`src/rtl/therm_throttle_pkg.sv`:
```
package therm_throttle_pkg;

  typedef enum logic [1:0] {
    ST_IDLE   = 2'd0,
    ST_PEND   = 2'd1,
    ST_ACTIVE = 2'd2
  } thState_e;

  // Strobes from the control FSM to the datapath.
  typedef struct packed {
    logic loadDelay;
    logic incAct;
    logic incDeact;
  } thStrobe_t;

endpackage

```
`src/rtl/therm_throttle_dp.sv`:
```
module therm_throttle_dp
  import therm_throttle_pkg::*;
#(
  parameter int SW       = 10,
  parameter int WIN_LOG2 = 17,
  parameter int DW       = 16,
  parameter int CNT_W    = 16
) (
  input  logic             clk,
  input  logic             rstN,
  input  logic             sampleValid,
  input  logic [SW-1:0]    sampleData,
  input  logic [SW-1:0]    cfgTrig,
  input  logic [SW-1:0]    cfgHyst,
  input  logic [DW-1:0]    cfgDelay,
  input  thStrobe_t        strb,
  output logic             avgValid,
  output logic             avgHot,
  output logic             avgCool,
  output logic             delayZero,
  output logic             delayDone,
  output logic [SW-1:0]    avgOut,
  output logic [CNT_W-1:0] actCount,
  output logic [CNT_W-1:0] deactCount
);

  localparam int ACC_W = SW + WIN_LOG2;

  logic [WIN_LOG2-1:0] sampleCnt;
  logic [ACC_W-1:0]    acc;
  logic [ACC_W-1:0]    accNext;
  logic                winClose;
  logic [SW-1:0]       trigSnap;
  logic [SW-1:0]       hystSnap;
  logic [DW-1:0]       delaySnap;
  logic [DW-1:0]       delayCnt;

  assign winClose = sampleValid && (sampleCnt == '1);
  assign accNext  = acc + ACC_W'(sampleData);

  // Window accumulation; snapshot of configuration at the window boundary.
  always_ff @(posedge clk) begin
    if (!rstN) begin
      sampleCnt <= '0;
      acc       <= '0;
      avgOut    <= '0;
      avgValid  <= 1'b0;
      trigSnap  <= '0;
      hystSnap  <= '0;
      delaySnap <= '0;
    end else begin
      avgValid <= winClose;
      if (sampleValid) begin
        sampleCnt <= sampleCnt + 1'b1;
        acc       <= winClose ? '0 : accNext;
      end
      if (winClose) begin
        avgOut    <= accNext[ACC_W-1:WIN_LOG2];
        trigSnap  <= cfgTrig;
        hystSnap  <= cfgHyst;
        delaySnap <= cfgDelay;
      end
    end
  end

  assign avgHot  = (avgOut >= trigSnap);
  assign avgCool = (({1'b0, avgOut} + {1'b0, hystSnap}) < {1'b0, trigSnap});

  // Initiation delay counter.
  always_ff @(posedge clk) begin
    if (!rstN) begin
      delayCnt <= '0;
    end else if (strb.loadDelay) begin
      delayCnt <= delaySnap;
    end else if (delayCnt != '0) begin
      delayCnt <= delayCnt - 1'b1;
    end
  end

  assign delayZero = (delaySnap == '0);
  assign delayDone = (delayCnt == DW'(1));

  // Event counters.
  always_ff @(posedge clk) begin
    if (!rstN) begin
      actCount   <= '0;
      deactCount <= '0;
    end else begin
      if (strb.incAct)   actCount   <= actCount + 1'b1;
      if (strb.incDeact) deactCount <= deactCount + 1'b1;
    end
  end

  // Configuration snapshot only moves at a window boundary.
  assert_cfg_hold_R9: assert property (@(posedge clk) disable iff (!rstN)
    !winClose |=> ($stable(trigSnap) && $stable(hystSnap) && $stable(delaySnap)));

  // A fresh average is flagged exactly one cycle after the closing sample.
  assert_avg_timing_R2: assert property (@(posedge clk) disable iff (!rstN)
    winClose |=> avgValid);

  // Invalid cycles leave the window state untouched.
  assert_gap_ignored_R10: assert property (@(posedge clk) disable iff (!rstN)
    !sampleValid |=> ($stable(acc) && $stable(sampleCnt)));

endmodule

```
`src/rtl/therm_throttle_fsm.sv`:
```
module therm_throttle_fsm
  import therm_throttle_pkg::*;
(
  input  logic      clk,
  input  logic      rstN,
  input  logic      avgValid,
  input  logic      avgHot,
  input  logic      avgCool,
  input  logic      delayZero,
  input  logic      delayDone,
  output thStrobe_t strb,
  output logic      throttleReq
);

  thState_e state, stateNext;

  always_comb begin
    stateNext = state;
    strb      = '0;
    unique case (state)
      ST_IDLE: begin
        if (avgValid && avgHot) begin
          if (delayZero) begin
            stateNext   = ST_ACTIVE;
            strb.incAct = 1'b1;
          end else begin
            stateNext      = ST_PEND;
            strb.loadDelay = 1'b1;
          end
        end
      end
      ST_PEND: begin
        if (avgValid && !avgHot) begin
          stateNext = ST_IDLE;
        end else if (delayDone) begin
          stateNext   = ST_ACTIVE;
          strb.incAct = 1'b1;
        end
      end
      ST_ACTIVE: begin
        if (avgValid && avgCool) begin
          stateNext     = ST_IDLE;
          strb.incDeact = 1'b1;
        end
      end
      default: stateNext = ST_IDLE;
    endcase
  end

  always_ff @(posedge clk) begin
    if (!rstN) state <= ST_IDLE;
    else       state <= stateNext;
  end

  assign throttleReq = (state == ST_ACTIVE);

  // A cold average while pending drops back to idle without engaging.
  assert_cancel_R6: assert property (@(posedge clk) disable iff (!rstN)
    (state == ST_PEND && avgValid && !avgHot) |=> (state == ST_IDLE));

  // Between windows an engaged request holds.
  assert_hold_R4: assert property (@(posedge clk) disable iff (!rstN)
    (throttleReq && !avgValid) |=> throttleReq);

  // Release happens the edge after a cool average.
  assert_release_R5: assert property (@(posedge clk) disable iff (!rstN)
    (throttleReq && avgValid && avgCool) |=> !throttleReq);

  // Idle with a cold average stays off.
  assert_idle_cold_R7: assert property (@(posedge clk) disable iff (!rstN)
    (state == ST_IDLE && !(avgValid && avgHot)) |=> !throttleReq);

endmodule

```
`src/rtl/therm_throttle_ctrl.sv`:
```
module therm_throttle_ctrl
  import therm_throttle_pkg::*;
#(
  parameter int SW       = 10,
  parameter int WIN_LOG2 = 17,
  parameter int DW       = 16,
  parameter int CNT_W    = 16
) (
  input  logic             clk,
  input  logic             rstN,
  input  logic             sampleValid,
  input  logic [SW-1:0]    sampleData,
  input  logic [SW-1:0]    cfgTrigLevel,
  input  logic [SW-1:0]    cfgHystMargin,
  input  logic [DW-1:0]    cfgInitDelay,
  output logic             throttleReq,
  output logic [SW-1:0]    windowAvg,
  output logic [CNT_W-1:0] activateCount,
  output logic [CNT_W-1:0] releaseCount
);

  thStrobe_t strb;
  logic avgValid, avgHot, avgCool, delayZero, delayDone;

  therm_throttle_dp #(
    .SW(SW), .WIN_LOG2(WIN_LOG2), .DW(DW), .CNT_W(CNT_W)
  ) u_dp (
    .clk        (clk),
    .rstN       (rstN),
    .sampleValid(sampleValid),
    .sampleData (sampleData),
    .cfgTrig    (cfgTrigLevel),
    .cfgHyst    (cfgHystMargin),
    .cfgDelay   (cfgInitDelay),
    .strb       (strb),
    .avgValid   (avgValid),
    .avgHot     (avgHot),
    .avgCool    (avgCool),
    .delayZero  (delayZero),
    .delayDone  (delayDone),
    .avgOut     (windowAvg),
    .actCount   (activateCount),
    .deactCount (releaseCount)
  );

  therm_throttle_fsm u_fsm (
    .clk        (clk),
    .rstN       (rstN),
    .avgValid   (avgValid),
    .avgHot     (avgHot),
    .avgCool    (avgCool),
    .delayZero  (delayZero),
    .delayDone  (delayDone),
    .strb       (strb),
    .throttleReq(throttleReq)
  );

  // Each rise of the request moves the engage counter by exactly one.
  assert_act_count_R8: assert property (@(posedge clk) disable iff (!rstN)
    $rose(throttleReq) |-> (activateCount == CNT_W'($past(activateCount) + 1'b1)));

  // Each fall of the request moves the release counter by exactly one.
  assert_rel_count_R8: assert property (@(posedge clk) disable iff (!rstN)
    $fell(throttleReq) |-> (releaseCount == CNT_W'($past(releaseCount) + 1'b1)));

  // Counters are quiet while the request is steady.
  assert_count_quiet_R8: assert property (@(posedge clk) disable iff (!rstN)
    $stable(throttleReq) |-> ($stable(activateCount) && $stable(releaseCount)));

endmodule

```
`config.mk`:
```
export PLATFORM = sky130hd
export DESIGN_NAME = therm_throttle_ctrl
export DESIGN_NICKNAME = d
export VERILOG_FILES = /design/src/rtl/therm_throttle_pkg.sv /design/src/rtl/therm_throttle_dp.sv /design/src/rtl/therm_throttle_fsm.sv /design/src/rtl/therm_throttle_ctrl.sv
export SDC_FILE = /design/constraint.sdc
export NUM_CORES = 1
export LEC_CHECK = 0
export CAP_MARGIN = 20
export CORE_MARGIN = 2
export CORE_UTILIZATION = 55
export CTS_CLUSTER_DIAMETER = 30
export DETAILED_ROUTE_END_ITERATION = 6
export PLACE_DENSITY = 0.78
export SYNTH_ARGS = -nofsm -noshare
export SYNTH_HDL_FRONTEND = slang
export SYNTH_HIERARCHICAL = 1
export SYNTH_SLANG_ARGS = --single-unit
```
`constraint.sdc`:
```
create_clock -name clk -period 5.4 [get_ports clk]
set_input_delay 0.54 -clock clk [delete_from_list [all_inputs] [get_ports clk]]
set_output_delay 0.54 -clock clk [all_outputs]
set_load 0.05 [all_outputs]
```
-- Word level (Yosys, flattened, before mapping)
Index checks and enable logic that the tools add are counted.
- register bits after elaboration: 141
- bits of input ports: 49
- multiplexer cells: 18
- add/sub/neg operators: 6
- eq/ne operators: 7
- reductions and logical operators: 10
- magnitude comparators: 2
- operators with widths (kind ; number):
    adder 16 x 1 -> 16 bit (second input constant) ; 2
    two-way mux 16 bit ; 2
    adder 27 x 10 -> 27 bit ; 1
    two-way mux 27 bit ; 1
    adder 17 x 1 -> 17 bit (second input constant) ; 1
    == test 17 bit (second input constant) ; 1
    == test 16 x 1 -> 1 bit (second input constant) ; 1
    logical NOT 16 bit ; 1
    nonzero test 16 bit ; 1
    subtractor 16 x 1 -> 16 bit (second input constant) ; 1
    two-way mux 2 bit ; 6
    adder 10 x 10 -> 11 bit ; 1
    less-than comparator 11 x 10 -> 1 bit ; 1
    >= comparator 10 bit ; 1
    two-way mux 1 bit ; 7
    case mux 2 bit (3 select lines) ; 1
    logical AND 1 bit ; 4
    != test 2 x 1 -> 1 bit (second input constant) ; 2
    != test 3 x 2 -> 1 bit (second input constant) ; 1
    AND reduction 3 bit ; 1
    == test 2 x 1 -> 1 bit (second input constant) ; 1
    == test 2 bit (second input constant) ; 1
    logical NOT 2 bit ; 1
    case mux 1 bit (2 select lines) ; 1
    other kinds (2) ; 2

-- Longest topological paths before layout
Gate-level depths: netlist of run 1.
- depth after elaboration: 5
- depth in mapped cells: 22
- mapped depth without buffers: 22

-- Hierarchy
The synthesis of run 1 kept the hierarchy.
- modules (own cells, without submodules) (module ; times used ; area an instance (um^2) ; cells each):
    therm_throttle_dp ; 1 ; 7074.3 ; 809
    therm_throttle_fsm ; 1 ; 168.9 ; 20

-- Worst setup path before layout of run 1
OpenSTA, ideal clock, no wires.
- path type: register to register
- from: register u_dp.avgOut[0]
- to: register u_dp.deactCount[15]
- buffers on the path: 0
- data required time: 5.285 ns
- path slack: 0.942 ns
- arrival time: 4.343 ns
- cell stages (with the launch flop): 22
- library setup time: 0.115 ns
- clock period less this slack: 4.458 ns
- path through: dfxtp_1 ha_1 fa_1 a21o_1 a21oi_1 nand2b_1 a21boi_0 a21oi_1 xnor2_1 ha_1 a21oi_1 nand2_1 a21oi_1 o21ai_0 a311oi_1 and4_1 and3_1 nand4_1 nor3_1 nand3_1 xnor2_1 and2_1
- RTL lines (element ; RTL line ; source):
    start: declaration ; therm_throttle_dp.sv:22 ; output logic [SW-1:0] avgOut,
    start signal: assignment ; therm_throttle_dp.sv:58 ; avgOut <= accNext[ACC_W-1:WIN_LOG2];
    end signal: assignment ; therm_throttle_dp.sv:90 ; if (strb.incDeact) deactCount <= deactCount + 1'b1;
    end: declaration ; therm_throttle_dp.sv:24 ; output logic [CNT_W-1:0] deactCount

==> results of run 1 <==
## cells by family (layout without fill, tap and decap cells)
logic type	count (synthesis)	after routing	synth area share
mux	6	6	0.00829
buf+inv	56	149	0.0314
compound gates	194	194	0.178
xor+xnor	70	70	0.0846
fa+ha+maj	47	47	0.0833
flops	141	141	0.390
simple gates	315	315	0.225
## final timing paths
| kind | start | end | slack, ns | cells after the start |
|---|---|---|---|---|
| max reg2reg | u_dp/avgOut[0] | u_dp/deactCount[15] | 0.52 | 21 |
| min | u_dp/hystSnap[5] | u_dp/hystSnap[5] | 0.49 | 1 |
| min reg2reg | u_dp/hystSnap[5] | u_dp/hystSnap[5] | 0.49 | 1 |
| max | u_dp/avgOut[0] | u_dp/deactCount[15] | 0.52 | 21 |
## through the flow
stage	hold slack, ns	instance area (um2)
after global placement	0.464	8260
after global routing	0.508	8910
final	0.490	8910
after detailed placement	0.474	8260
after CTS	0.491	8890
after floorplan	0.443	7240
## Yosys cell counts, types with 8 or more instances
cell,number,share of area
a31oi_1,9,0.0078
nand4_1,15,0.013
inv_1,22,0.011
nor2_1,75,0.039
xnor2_1,26,0.031
nand3_1,41,0.028
o21ai_0,50,0.035
and3_1,18,0.016
a22o_1,30,0.036
nor2b_1,10,0.0086
nand2_1,75,0.039
a21oi_1,44,0.030
clkbuf_1,21,0.011
ha_1,45,0.078
dfxtp_1,141,0.39
nor3_1,12,0.0083
and2_1,8,0.0069
nor4_1,11,0.0095
or3_1,14,0.012
xor2_1,44,0.053
## report_power, final
group / internal (mW) / switching, mW / leakage [nW]
clock network: 0.810 / 0.436 / 0.310
logic: 0.276 / 0.332 / 2.03
registers: 1.10 / 0.0560 / 1.14
total: 2.19 / 0.824 / 3.48
## area by class of cell
cell class / instances / area, um2
fill: 1023 / 3810
tap: 172 / 215
multi-input combinational: 632 / 4200
timing repair buffer: 95 / 953
clock buffer: 22 / 474
inverter: 22 / 82.6
clock inverter: 10 / 160
sequential: 141 / 2820
## worst reg2reg max path, stage by stage, from the launching register on
cell	delay (ns)
dfxtp_1	0.33
ha_1	0.22
fa_1	0.42
a21o_1	0.18
a21oi_1	0.27
nand2b_1	0.15
a21boi_0	0.12
a21oi_1	0.23
xnor2_1	0.14
ha_1	0.26
a21oi_1	0.20
nand2_1	0.09
a21oi_1	0.12
o21ai_0	0.11
a311oi_1	0.26
and4_1	0.24
and3_1	0.32
nand4_1	0.26
nor3_1	0.39
nand3_1	0.15
xnor2_1	0.15
and2_1	0.16
## layer usage
layer,up-vias,share of wire
met1,3066,0.46
li1,3153,-
met5,-,0
met2,186,0.47
met4,0,0.017
met3,29,0.051
## flip-flops by register name (all words and copies together) (netlist names)
register and count:
u_dp/trigSnap 10, u_dp/delaySnap 16, u_dp/delayCnt 16, u_dp/hystSnap 10
u_dp/acc 27, u_dp/deactCount 16, u_dp/avgOut 10, u_dp/avgValid 1
u_dp/sampleCnt 17, u_dp/actCount 16, u_fsm/state 2
## cells in the final DEF (no fill, tap or decap), drive strengths merged, types with 4 or more instances in the layout
| master | count |
|---|---|
| nor2b | 10 |
| nor2 | 77 |
| nor3 | 12 |
| nand2 | 75 |
| clkdlybuf4s50 | 91 |
| xor2 | 44 |
| nand4 | 15 |
| and3 | 19 |
| a211oi | 5 |
| a21oi | 44 |
| buf | 4 |
| and2 | 9 |
| mux2i | 6 |
| inv | 23 |
| or3 | 14 |
| a211o | 4 |
| a22o | 30 |
| and4 | 7 |
| a31oi | 9 |
| bufinv | 4 |
| a22oi | 7 |
| clkbuf | 22 |
| nor4 | 13 |
| nand3 | 43 |
| nand2b | 7 |
| clkinv | 4 |
| dfxtp | 141 |
| xnor2 | 26 |
| a21o | 7 |
| o21ai | 52 |
| o211ai | 5 |
| ha | 45 |
==> results_dict.tcl, run 1 <==
set metrics [dict create \
    busiest_layer "met2" \
    path_cells "ha_1, fa_1, a21o_1, a21oi_1, nand2b_1, a21boi_0, a21oi_1, xnor2_1, ha_1, a21oi_1, nand2_1, a21oi_1, o21ai_0, a311oi_1, and4_1, and3_1, nand4_1, nor3_1, nand3_1, xnor2_1, and2_1" \
    place_ws_ns 0.667 \
    status "complete, no violations" \
    grtUsageMet3 0.0632 \
    num_antenna_cells 0 \
    final_util 0.701 \
    worstPathMaxFanout 6 \
    place.gp.congestion 0.895 \
    final_cells 1094 \
    max_clock_freq_mhz 205 \
    syn_to_final_growth_pct 23.0 \
    placedCellCount 1061 \
    grt_max_degree 57 \
    dpl.hpwl_mm 12.1 \
    htreeDepth 4 \
    drc_errors 0 \
    setup_viol 0 \
    finalSetupTns_ns 0 \
    clockBufferDepth 2 \
    min_period_ns 4.88 \
    grt_pass1_vias 6272 \
    ys_warn_count 6 \
    syn_inst 829 \
    fin_skew_ns 0.00726 \
    synth_ff_type "dfxtp_1" \
    arrival_ns 5.19 \
    grt_util_met1 0.319 \
    synth_edf_count 0 \
    clkSlewWorstSetupHoldPaths_ns 0.06 \
    ioPinCount 92 \
    ys_ff_latch 141 \
    finalMaxSlewViolations 0 \
    initial_utilization 0.569 \
    row_count 41 \
    nNetsFinal 1005 \
    routed_wl_mm 17.5 \
    grt_pass1_wl_mm 29.1 \
    ys_async_sr_fraction 0 \
    fin_ws_ns 0.519 \
    syn_area_per_cell_um2 8.74 \
    cpMaxStageDelayCell "fa_1" \
    vdd_drop_max_mv 0.224 \
    clk_latency_ns 0.42 \
    slowest_delay_ns 0.42 \
    syn_area_um2 7240 \
    seq_area_frac_synth 0.390 \
    cts_root_buf "clkbuf_16" \
    antenna_found_initial 0 \
    drt-pass1-iter-count 5 \
    final-hold-violation-count 0 \
    crit_buf_inv 0 \
    crit_path_end_kind "register" \
    via_per_inst 5.88 \
    drive_gt1_frac 0.0542 \
    worst-setup-path-type "reg -> reg" \
    finalCritPeriodShare 0.904 \
    worstMarginPinSlew_ns 0.902 \
    use_met2 0.416 \
    core_area_um2 12700 \
    cts_buffers 17 \
    pwr_density_cell_nw_per_um2 338 \
    drt-initial-drc-count 616 \
    drv_cap 0 \
    relSlewSlack 0.396 \
    holdBufCountCts 0 \
    clkSinkCount 141 \
    startpoint_type "register" \
    track_usage 0.251 \
    num_vias 6434 \
    cts_tree "yes" \
    critical_path_required_ns 5.71 \
    post_drt_wl_per_cell_um 16.0 \
    io_buffers 91 \
    grt_remaining_overflow 0 \
    cts_resized 0 \
    die_w_um 119 \
    dieArea_um2 14100 \
    worst_path_most_repeated_cell "a21oi_1" \
    syn_nets 925 \
    rsz0062_at_grt "no" \
    postCtsSetupBuffers 0 \
    ant_nets 0 \
    die_h_um 119 \
    p_leak_nw 3.48 \
    cp_top_family "simple AND/OR/NAND/NOR gates" \
    total_power_mw 3.01 \
    hp-class "reg -> reg" \
    synth_cell_type_count 68 \
]
Note: power is estimated with default switching activity, not from simulation.
==> run 2: changes to the inputs <==
CORE_UTILIZATION = 40   (was 55)
PLACE_DENSITY = 0.6   (was 0.78)
==> run 2 against run 1 <==
Against the previous run: hold slack got worse by 0.0055 ns; sequential power about the same; highest routed layer unchanged; critical path type unchanged; clock power decreased by 9.6%; wire length decreased by 3.4%; fmax increased by 4.2%; sequential cell count unchanged; die area increased by 36%; power decreased by 3.9%; utilization decreased by 20 points; non-clock buffer count unchanged; sequential share of layout area increased by 0.062 points.
==> results_dict.tcl, run 2 (synthesis gave the netlist of run 1 again) <==
set metrics [dict create \
    worst-setup-path-type "reg -> reg" \
    io_buffers 91 \
    slowest_delay_ns 0.41 \
    place.gp.congestion 0.804 \
    finalMaxSlewViolations 0 \
    worst_path_most_repeated_cell "a21oi_1" \
    syn_to_final_growth_pct 22.8 \
    reg.largest.list "u_dp/acc x27, u_dp/sampleCnt x17" \
    ant_nets 0 \
    min_period_ns 4.68 \
    cp_top_family "simple AND/OR/NAND/NOR gates" \
    ioPinCount 92 \
    rsz0062_at_grt "no" \
    p_int_mw 2.02 \
    cts_buffers 17 \
    drv_cap 0 \
    p_sw_mw 0.868 \
    max_clock_freq_mhz 214 \
    drt-pass1-iter-count 6 \
    drc_errors 0 \
    hp-class "reg -> reg" \
    nNetsFinal 1005 \
    finalCritPeriodShare 0.867 \
    status "complete, no violations" \
    fin_skew_ns 0.00740 \
    clkSlewWorstSetupHoldPaths_ns 0.06 \
    antenna_found_initial 0 \
    p_comb_frac 0.210 \
    num_antenna_cells 0 \
    worstMarginPinSlew_ns 0.985 \
    swShare 0.300 \
    grt_max_degree 57 \
    relSlewSlack 0.341 \
    routed_wl_mm 16.9 \
    n_fill_cell 1674 \
    cts_root_buf "clkbuf_16" \
    row_count 49 \
    path_cells "ha_1, fa_1, a21o_1, a21oi_1, nand2b_1, a21boi_0, a21oi_1, xnor2_1, ha_1, a21oi_1, nand2_1, a21oi_1, o21ai_0, a311oi_1, and4_1, and3_1, nand4_1, nor3_1, nand3_1, xnor2_1, and2_1" \
    postCtsSetupBuffers 0 \
    crit_buf_inv 0 \
    multi_input_area_um2 4200 \
    num_vias 6092 \
    cts_resized 0 \
    holdBufCountCts 0 \
    clockBufferDepth 2 \
    initial_utilization 0.406 \
    grt_pass1_wl_mm 29.4 \
    grt_pass1_vias 5814 \
    via_per_inst 5.30 \
    cpMaxStageDelayCell "fa_1" \
    total_power_mw 2.89 \
    arrival_ns 5.00 \
    clock_power_share 0.390 \
    setup_viol 0 \
    holdWs_ns 0.484 \
    post_drt_wl_per_cell_um 14.7 \
    seqPwrFrac 0.400 \
    fin_area_um2 8890 \
    drt-initial-drc-count 458 \
    dpl.hpwl_mm 11.8 \
    core_area_um2 17800 \
    seqCellArea_um2 2820 \
    die_w_um 139 \
    startpoint_type "register" \
    vdd_drop_max_mv 0.247 \
    htreeDepth 4 \
    track_usage 0.184 \
    worstPathMaxFanout 6 \
    pwr_density_cell_nw_per_um2 325 \
    crit_path_end_kind "register" \
    regMostFlops "u_dp/acc" \
    final_common_cell "dfxtp_1" \
    clk_latency_ns 0.42 \
    clkSinkCount 141 \
    finalSetupTns_ns 0 \
    critical_path_required_ns 5.72 \
    largest_register_ffs 27 \
    cts_tree "yes" \
    drive_gt1_frac 0.0532 \
    most-common-layout-cells "141 x dfxtp_1, 91 x clkdlybuf4s50_1, 75 x nor2_1, 75 x nand2_1, 50 x o21ai_0" \
    die_h_um 139 \
    final-hold-violation-count 0 \
    final_cells 1150 \
    placedCellCount 1119 \
    dieArea_um2 19200 \
    post_dp_cell_area_um2 8340 \
    grt_remaining_overflow 0 \
    p_leak_nw 3.42 \
]
==> run 2: changes by cell type in the layout (fill, tap and decap cells not counted), moves of 2 or more <==
cell / previous run / this run
inv_6: 1 / 3
clkbuf_8: 3 / 1
clkinvlp_4: 1 / 5
bufinv_16: 4 / 1
clkinv_2: 3 / 0
==> run 2: area by class of cell <==
| type | count | area share |
|---|---|---|
| sequential | 141 | 0.317 |
| inverter | 22 | 0.00928 |
| clock buffer | 20 | 0.0502 |
| multi-input combinational | 632 | 0.473 |
| tap | 229 | 0.0322 |
| clock inverter | 11 | 0.0125 |
| timing repair buffer | 95 | 0.106 |
==> run 2: worst register-to-register path, delay by kind of cell, from the launching register on <==
family                     cells  cell delay [ns]
AOI/OAI and AO/OA              8             1.36
xor gates and xnor gates       2             0.30
and+or+nand+nor                8             1.68
adders and majority gates      3             0.92
DFF                            1             0.32
==> run 2: final timing paths <==
| path | from | endpoint | slack (ns) | cells past startpoint |
|---|---|---|---|---|
| worst min-delay path | u_dp/delaySnap[1] | u_dp/delayCnt[1] | 0.48 | 2 |
| worst max-delay path | u_dp/avgOut[0] | u_dp/deactCount[15] | 0.72 | 21 |
| worst min register to register | u_dp/delaySnap[1] | u_dp/delayCnt[1] | 0.48 | 2 |
| worst max register to register | u_dp/avgOut[0] | u_dp/deactCount[15] | 0.72 | 21 |
==> run 2: power by group through the flow <==
stage	combinational [mW]	sequential, mW	clock (mW)
floorplan	0.484	1.17	0
global placement	0.600	1.18	0
detailed placement	0.598	1.18	0
CTS	0.605	1.16	1.15
global route	0.687	1.16	1.20
finish	0.609	1.16	1.13
==> run 2: per-layer routing <==
layer,up-vias,track usage,share of wire
met5,-,0,0
met4,0,0.0499,0.0085
met3,13,0.0394,0.037
met2,122,0.273,0.42
met1,2806,0.271,0.53
li1,3151,-,-
==> run 2: per-stage QoR <==
| stage | setup slack, ns | util |
|---|---|---|
| 2_1_floorplan | 0.942 | - |
| 3_3_place_gp | 0.872 | 0.467 |
| 3_5_place_dp | 0.783 | 0.467 |
| 4_1_cts | 0.769 | 0.499 |
| 5_1_grt | 0.411 | 0.499 |
| 6_report | 0.717 | 0.499 |
==> run 3: changes to the inputs <==
--- a/config.mk
+++ b/config.mk
@@ -8,7 +8,9 @@
 export CAP_MARGIN = 20
+export CELL_PAD_IN_SITES_DETAIL_PLACEMENT = 2
+export CELL_PAD_IN_SITES_GLOBAL_PLACEMENT = 2
 export CORE_MARGIN = 2
-export CORE_UTILIZATION = 40
+export CORE_UTILIZATION = 34
 export CTS_CLUSTER_DIAMETER = 30
 export DETAILED_ROUTE_END_ITERATION = 6
-export PLACE_DENSITY = 0.6
+export PLACE_DENSITY = 0.79
 export SYNTH_ARGS = -nofsm -noshare
--- a/constraint.sdc
+++ b/constraint.sdc
@@ -3,2 +3,2 @@
 set_output_delay 0.54 -clock clk [all_outputs]
-set_load 0.05 [all_outputs]
+set_load 0.005 [all_outputs]
==> run 3 against run 2 <==
Against the previous run: die area grew 17%; sequential share of layout area shrank 0.24 points; combinational power grew 9.9%; first-iteration DRC count shrank 49%; wire length grew 32%; via count grew 7.1%; utilization shrank 7.1 points; critical path type unchanged; largest cell class unchanged.
==> results_dict.tcl, run 3 (synthesis gave the netlist of run 1 again) <==
set metrics [dict create \
    status "complete, no violations" \
    fin_skew_ns 0.0127 \
    final_common_cell "dfxtp_1" \
    post_dp_cell_area_um2 8410 \
    startpoint_type "register" \
    worst-setup-path-type "reg -> reg" \
    most-common-layout-cells "141 x dfxtp_1, 91 x clkdlybuf4s50_1, 75 x nor2_1, 75 x nand2_1, 50 x o21ai_0" \
    hold_end "u_dp/hystSnap[0]" \
    worstHoldStart "u_dp/hystSnap[0]" \
    total_power_mw 2.96 \
    dpl.hpwl_mm 15.7 \
    reg.largest.list "u_dp/acc x27, u_dp/sampleCnt x17" \
    die_h_um 150 \
    r2r_cells 21 \
    r2r_end "u_dp/deactCount[15]" \
    finalCritPeriodShare 0.905 \
    routed_wl_mm 22.3 \
    clkSlewWorstSetupHoldPaths_ns 0.07 \
    grt_max_degree 57 \
    crit_path_end_kind "register" \
    grt_pass1_vias 6907 \
    clk_latency_ns 0.43 \
    num_antenna_cells 0 \
    worst-r2r-setup-slack_ns 0.51 \
    vdd_drop_max_mv 0.250 \
    max_clock_freq_mhz 205 \
    rsz0062_at_grt "no" \
    core_area_um2 21000 \
    cts_resized 0 \
    num_vias 6523 \
    row_count 53 \
    drt-initial-drc-count 232 \
    fin_area_um2 8960 \
    drv_cap 0 \
    holdBufCountCts 0 \
    dieArea_um2 22500 \
    post_drt_wl_per_cell_um 18.6 \
    multi_input_area_um2 4200 \
    drt-pass1-iter-count 4 \
    final-hold-violation-count 0 \
    cts_root_buf "clkbuf_16" \
    drive_gt1_frac 0.0584 \
    min_period_ns 4.89 \
    seqCellArea_um2 2820 \
    worstPathMaxFanout 6 \
    critical_path_required_ns 5.72 \
    syn_to_final_growth_pct 23.7 \
    track_usage 0.204 \
    pwr_density_cell_nw_per_um2 330 \
    place.gp.congestion 0.813 \
    arrival_ns 5.21 \
    relSlewSlack 0.303 \
    p_leak_nw 3.44 \
    n_fill_cell 2353 \
    finalMaxSlewViolations 0 \
    regMostFlops "u_dp/acc" \
    hp-class "reg -> reg" \
    initial_utilization 0.346 \
    via_per_inst 5.44 \
    postCtsSetupBuffers 0 \
    cts_tree "yes" \
    io_buffers 91 \
    finalSetupTns_ns 0 \
    htreeDepth 4 \
    setup_viol 0 \
    antenna_found_initial 0 \
    regToRegStartpoint "u_dp/avgOut[0]" \
    clockBufferDepth 2 \
    die_w_um 150 \
    drc_errors 0 \
    grt_remaining_overflow 0 \
    cts_buffers 17 \
    holdPathStages 1 \
    largest_register_ffs 27 \
    ant_nets 0 \
    worstMarginPinSlew_ns 1.04 \
    clkSinkCount 141 \
    nNetsFinal 1007 \
    ioPinCount 92 \
    grt_pass1_wl_mm 36.4 \
]
## run 3: worst max path at each step
stage,start,cells after the start,to
2_1_floorplan,u_dp/avgOut[0],21,u_dp/deactCount[15]
3_3_place_gp,u_dp/avgOut[0],21,u_dp/deactCount[15]
3_5_place_dp,u_dp/avgOut[0],21,u_dp/deactCount[15]
4_1_cts,u_dp/avgOut[0],21,u_dp/deactCount[15]
5_1_grt,u_dp/avgOut[0],21,u_dp/deactCount[15]
6_report,u_dp/avgOut[0],21,u_dp/deactCount[15]
## run 3: area by class of cell
cell class | count | area share
timing repair buffer | 97 | 0.107
inverter | 22 | 0.00921
clock buffer | 17 | 0.0475
clock inverter | 15 | 0.0142
tap | 275 | 0.0384
multi-input combinational | 632 | 0.469
sequential | 141 | 0.315
## run 3: metal layers
layer  track usage  up-vias  part of all wire
met5             0        -                 0
met4        0.0472        0            0.0083
met3        0.0338       12             0.021
met2         0.344       77              0.49
met1         0.272     3277              0.48
li1              -     3157                 -
## run 3: report_power, final
group          total, mW  leakage, nW  internal (mW)  switching [mW]
clock               1.13        0.268          0.605           0.522
combinational      0.669         2.03          0.277           0.393
sequential          1.16         1.14           1.10          0.0619
total               2.96         3.44           1.98           0.977
## run 3: per-stage QoR
step | cells | hold slack (ns) | util | setup slack [ns]
3_3_place_gp | 1167 | 0.472 | 0.401 | 0.805
6_report | 1199 | 0.494 | 0.428 | 0.515
3_5_place_dp | 1167 | 0.471 | 0.401 | 0.563
4_1_cts | 1199 | 0.491 | 0.428 | 0.439
2_1_floorplan | 829 | 0.443 | - | 1.25
5_1_grt | 1199 | 0.532 | 0.428 | 0.138
## run 3: worst max-delay path, stage by stage, from the launching register on
cell	delay (ns)
dfxtp_1	0.33
ha_1	0.23
fa_1	0.43
a21o_1	0.18
a21oi_1	0.26
nand2b_1	0.15
a21boi_0	0.13
a21oi_1	0.23
xnor2_1	0.15
ha_1	0.27
a21oi_1	0.19
nand2_1	0.08
a21oi_1	0.13
o21ai_0	0.10
a311oi_1	0.31
and4_1	0.26
and3_1	0.30
nand4_1	0.24
nor3_1	0.36
nand3_1	0.15
xnor2_1	0.15
and2_1	0.17
